--- src/rtl/sync_sram_pkg.sv ---
package sync_sram_pkg;

  typedef enum logic [1:0] {
    OP_IDLE  = 2'd0,
    OP_READ  = 2'd1,
    OP_WRITE = 2'd2
  } sram_op_e;

  function automatic logic chip_selected(input logic hi_a, input logic hi_b,
                                         input logic lo_n);
    return hi_a & hi_b & ~lo_n;
  endfunction

endpackage

--- src/rtl/ssr_cmd_decode.sv ---
module ssr_cmd_decode
  import sync_sram_pkg::*;
#(
  parameter int LANES = 4
) (
  input  logic             en_hi_a,
  input  logic             en_hi_b,
  input  logic             en_lo_n,
  input  logic             byte_wr,
  input  logic             all_wr,
  input  logic [LANES-1:0] lane_sel,
  input  logic             sleep,
  output sram_op_e         op,
  output logic [LANES-1:0] lane_we
);

  logic selected;
  logic wants_write;

  always_comb begin
    selected    = chip_selected(en_hi_a, en_hi_b, en_lo_n) & ~sleep;
    wants_write = byte_wr | all_wr;
    if (!selected) begin
      op = OP_IDLE;
    end else if (wants_write) begin
      op = OP_WRITE;
    end else begin
      op = OP_READ;
    end
  end

  // the global write wins over the per-lane mask
  always_comb begin
    if (op != OP_WRITE) begin
      lane_we = '0;
    end else if (all_wr) begin
      lane_we = '1;
    end else begin
      lane_we = lane_sel;
    end
  end

endmodule

--- src/rtl/ssr_lane_store.sv ---
module ssr_lane_store #(
  parameter int ADDR_W = 6,
  parameter int LANES  = 4,
  parameter int LANE_W = 8
) (
  input  logic                    clk,
  input  logic                    rd_en,
  input  logic [LANES-1:0]        lane_we,
  input  logic [ADDR_W-1:0]       addr,
  input  logic [LANES*LANE_W-1:0] wr_data,
  output logic [LANES*LANE_W-1:0] rd_data
);

  localparam int DEPTH = 1 << ADDR_W;

  // one independent bank per lane keeps each a plain block RAM
  for (genvar g = 0; g < LANES; g++) begin : g_lane
    logic [LANE_W-1:0] bank [DEPTH];
    logic [LANE_W-1:0] rd_q;

    always_ff @(posedge clk) begin
      if (lane_we[g]) begin
        bank[addr] <= wr_data[g*LANE_W +: LANE_W];
      end
      if (rd_en) begin
        rd_q <= bank[addr];
      end
    end

    assign rd_data[g*LANE_W +: LANE_W] = rd_q;
  end

endmodule

--- src/rtl/ssr_read_path.sv ---
module ssr_read_path #(
  parameter int DATA_W = 32
) (
  input  logic              clk,
  input  logic              rst,
  input  logic              issue_rd,
  input  logic [DATA_W-1:0] mem_data,
  input  logic              pipe_mode,
  input  logic              oe,
  input  logic              sleep,
  output logic [DATA_W-1:0] rd_data,
  output logic              rd_drive
);

  logic              s1_valid;
  logic              s2_valid;
  logic [DATA_W-1:0] s2_data;
  logic              sel_valid;
  logic [DATA_W-1:0] sel_data;

  always_ff @(posedge clk) begin
    if (rst) begin
      s1_valid <= 1'b0;
      s2_valid <= 1'b0;
      s2_data  <= '0;
    end else begin
      s1_valid <= issue_rd;
      s2_valid <= s1_valid;
      s2_data  <= mem_data;
    end
  end

  always_comb begin
    sel_valid = pipe_mode ? s2_valid : s1_valid;
    sel_data  = pipe_mode ? s2_data  : mem_data;
    rd_drive  = sel_valid & oe & ~sleep;
    rd_data   = rd_drive ? sel_data : '0;
  end

endmodule

--- src/rtl/sync_sram_dp.sv ---
module sync_sram_dp
  import sync_sram_pkg::*;
#(
  parameter int DATA_W = 32,
  parameter int ADDR_W = 6
) (
  input  logic                  clk,
  input  logic                  rst,
  input  logic [ADDR_W-1:0]     addr_i,
  input  logic                  en_hi_a_i,
  input  logic                  en_hi_b_i,
  input  logic                  en_lo_n_i,
  input  logic                  byte_wr_i,
  input  logic [DATA_W/8-1:0]   lane_sel_i,
  input  logic                  all_wr_i,
  input  logic [DATA_W-1:0]     wr_data_i,
  input  logic                  pipe_mode_i,
  input  logic                  oe_i,
  input  logic                  sleep_i,
  output logic [DATA_W-1:0]     rd_data_o,
  output logic                  rd_drive_o
);

  localparam int LANE_W = 8;
  localparam int LANES  = DATA_W / LANE_W;

  sram_op_e          op;
  logic [LANES-1:0]  lane_we;
  logic [DATA_W-1:0] mem_rd;

  ssr_cmd_decode #(.LANES(LANES)) dec_i (
    .en_hi_a  (en_hi_a_i),
    .en_hi_b  (en_hi_b_i),
    .en_lo_n  (en_lo_n_i),
    .byte_wr  (byte_wr_i),
    .all_wr   (all_wr_i),
    .lane_sel (lane_sel_i),
    .sleep    (sleep_i),
    .op       (op),
    .lane_we  (lane_we)
  );

  ssr_lane_store #(.ADDR_W(ADDR_W), .LANES(LANES), .LANE_W(LANE_W)) store_i (
    .clk     (clk),
    .rd_en   (op == OP_READ),
    .lane_we (lane_we),
    .addr    (addr_i),
    .wr_data (wr_data_i),
    .rd_data (mem_rd)
  );

  ssr_read_path #(.DATA_W(DATA_W)) out_i (
    .clk       (clk),
    .rst       (rst),
    .issue_rd  (op == OP_READ),
    .mem_data  (mem_rd),
    .pipe_mode (pipe_mode_i),
    .oe        (oe_i),
    .sleep     (sleep_i),
    .rd_data   (rd_data_o),
    .rd_drive  (rd_drive_o)
  );

endmodule

--- config.mk ---
export PLATFORM = sky130hd
export DESIGN_NAME = sync_sram_dp
export DESIGN_NICKNAME = d
export VERILOG_FILES = /design/src/rtl/sync_sram_pkg.sv /design/src/rtl/ssr_cmd_decode.sv /design/src/rtl/ssr_lane_store.sv /design/src/rtl/ssr_read_path.sv /design/src/rtl/sync_sram_dp.sv
export SDC_FILE = /design/constraint.sdc
export NUM_CORES = 2
export LEC_CHECK = 0
export ABC_AREA = 1
export BUFFER_PORTS_ARGS = -buffer_cell sky130_fd_sc_hd__clkbuf_2
export CELL_PAD_IN_SITES_DETAIL_PLACEMENT = 0
export CELL_PAD_IN_SITES_GLOBAL_PLACEMENT = 2
export CORE_UTILIZATION = 35
export CTS_BUF_LIST = sky130_fd_sc_hd__clkbuf_16
export CTS_CLUSTER_DIAMETER = 120
export DETAILED_ROUTE_END_ITERATION = 8
export GPL_TIMING_DRIVEN = 0
export PLACE_DENSITY_LB_ADDON = 0.1
export SKIP_CTS_REPAIR_TIMING = 1
export SYNTH_ARGS = -nofsm -noshare
export SYNTH_HDL_FRONTEND = slang
export SYNTH_SLANG_ARGS = --single-unit
--- constraint.sdc ---
create_clock -name clk -period 9 [get_ports clk]
set_clock_uncertainty 0.1 [all_clocks]
set_input_delay 0.9 -clock clk [delete_from_list [all_inputs] [get_ports clk]]
set_output_delay 0.9 -clock clk [all_outputs]
set_load 0.05 [all_outputs]
==> qor.txt <==
outcome: complete, but fails checks
violated checks: max-capacitance violations, max-slew violations
fin crit share: 50.4%
count leader, synth: nand2_1
synth warn: 0
total die area: 258000 sq um
Syn Nets: 8998
# IOs: 85
Data required, critical path: 9.42 ns
row count: 185
HP Class: in -> reg
H-tree depth: 4
clk slew on worst S/H paths: 0.06 ns
vias: 63121
# DRC: 0
TNS Setup: 0 ns
top_reg_cell synth: edfxtp_1
vias in the first global route: 59354
DIE WIDTH: 508 um
TritonCTS Sinks: 2114
CP Capture Type: flip-flop
utilization after layout: 40.4%
pwr dens: 212 nW/um^2
maxcap violations: 2
Lkg Pwr: 42.6 nW
Synth area leaders: edfxtp_1, nand2_1, nor2_1, buf_2, dfxtp_1
multi-input logic area: 23900 sq um
layout cell share with drive strength beyond 1: 8.19%
Worst EP arrival: 4.95 ns
Period minus WS final: 4.53 ns
fin. max-slew vios: 20
GR Util met3: 4.49%
CTS Buf Count: 233
Crit Path Class: in -> reg
met2 Use GR: 43.7%
Final Hold Viols: 0
port buffer count: 79
Root Buffer: clkbuf_16
Seq. cell area: 63100 sq um
initial antenna violation count: 44
Mapped Area: 89600 sq um
Yosys top cell area share: 69.7%
Initial DRC Count: 6896
DPL Wire Length: 262000 um
pin count of the biggest net entering global routing: 65
drt first pass iters: 5
Worst VDD drop: 198 uV
leading area contributor after synthesis: edfxtp_1
critical path fanouts, max: 10
hold path startpoint: byte_wr_i
Max-Slew Margin vs Limit: -5.90%
synth cell count leaders: nand2_1, edfxtp_1, nor2_1, buf_2, clkbuf_1
Worst-Skew Late Latency: 0.92 ns
RSZ-0062 raised after global routing: no
crit path from: addr_i[1]
Net count, final: 9357
Routed WL per cell: 27.7 um
GRT overflow: 0
EDFF count, synth: 2080
area grow syn2layout: 14.6%
hold slack final: 0.102 ns
Setup Viol. Count Final: 0
#FFs+latches synth: 2114
Max Root-Sink Buffers: 3
GPL Wtd Cong: 0.894
global-route wire length before repair: 483000 um
Slew @ Worst Pin: 1.59 ns
Routed Antenna Nets: 0
TritonCTS clock tree: yes
vias per cell: 4.90
Initial Utilization: 35.2%
Critical Path Source Type: primary input
CORE AREA: 254000 sq um
Syn Area/Cell: 10.0 sq um
Synth Instances: 8946
fmax: 221 MHz
# fillers: 24936
drt total wl: 357000 um
reg2reg start: store_i.g_lane[1].bank[22][6]$_DFFE_PP_
post-synthesis cell type count: 23
Die Span Y: 508 um
post-synthesis sequential area ratio: 70.5%
Async SR Flop Fraction: 0%
GRT Max-Usage Layer: met2
GRT Util Overall: 27.5%
met1 GRT Util: 38.9%
## layout by cell type (no fill, tap or decap), drive strengths merged
cell,Yosys,layout
a21oi,32,32
buf,326,372
bufinv,0,17
clkbuf,141,453
clkinv,0,113
clkinvlp,0,6
dfxtp,34,34
diode,0,14
edfxtp,2080,2080
inv,59,116
nand2,5792,5792
nand3,8,8
nor2,441,441
nor3,9,9
nor4,2,2
o211ai,5,5
o21ai,11,11
or2,6,6
## flip-flops by register name (all words and copies together), names as in the netlist
signal               count
out_i.s1_valid           1
out_i.s2_data           32
out_i.s2_valid           1
store_i.g_lane.rd_q     32
store_i.g_lane.bank   2048
## where the power goes
part	switching [mW]	leakage (nW)	internal [mW]
sequential	0.00243	19.0	10.8
combinational	1.28	19.8	0.329
clock	4.11	3.77	5.18
## routing by layer
metal / vias up / part of all wire, %
met1: 30904 / 45
met4: 2 / 2.7
met3: 426 / 6.8
li1: 29569 / -
met2: 2220 / 46
met5: - / 0.0036
## cell families (layout without fill, tap and decap cells)
| logic type | after synthesis | count (layout) | synth area share, % |
|---|---|---|---|
| compound gates | 48 | 48 | 0.282 |
| other cells | 0 | 14 | 0 |
| simple gates | 6258 | 6258 | 26.4 |
| flops | 2114 | 2114 | 70.5 |
| buf+inv | 526 | 1077 | 2.84 |
## critical path: stages
cell and delay [ns]:
buf_2 0.14, buf_2 0.68, nand2_1 0.53, nor2_2 1.33, nand2_1 0.40, nor2_1 0.93
## path summary, 6_finish.rpt
path / endpoint / slack, ns / depth (start not counted)
max: store_i.g_lane[3].bank[47][6]$_DFFE_PP_ / 4.47 / 6
min: out_i.s1_valid$_SDFF_PP0_ / 0.10 / 2
max reg2reg: store_i.g_lane[1].rd_q[6]$_DFFE_PP_ / 6.34 / 10
min reg2reg: out_i.s2_valid$_SDFF_PP0_ / 0.32 / 2
## cell type report
cell class / count / share of cell area, %
clock inverter: 193 / 1.37
antenna: 14 / 0.0341
sequential: 2114 / 61.5
clock buffer: 234 / 5.71
multi-input combinational: 6306 / 23.3
inverter: 59 / 0.221
timing repair buffer: 124 / 1.45
buffer: 467 / 2.27
tap: 3366 / 4.10
## metrics by stage
stage | instances | area (sq um) | worst slack [ns] | power (mW)
floorplan | 8946 | 89600 | 4.23 | 11.7
global placement | 12391 | 94200 | 3.42 | 12.6
detailed placement | 12435 | 95300 | 3.66 | 12.6
CTS | 12862 | 103000 | 4.62 | 21.8
global route | 12867 | 103000 | 4.61 | 22.3
finish | 12877 | 103000 | 4.47 | 21.7
(Power assumes the default switching activity.)
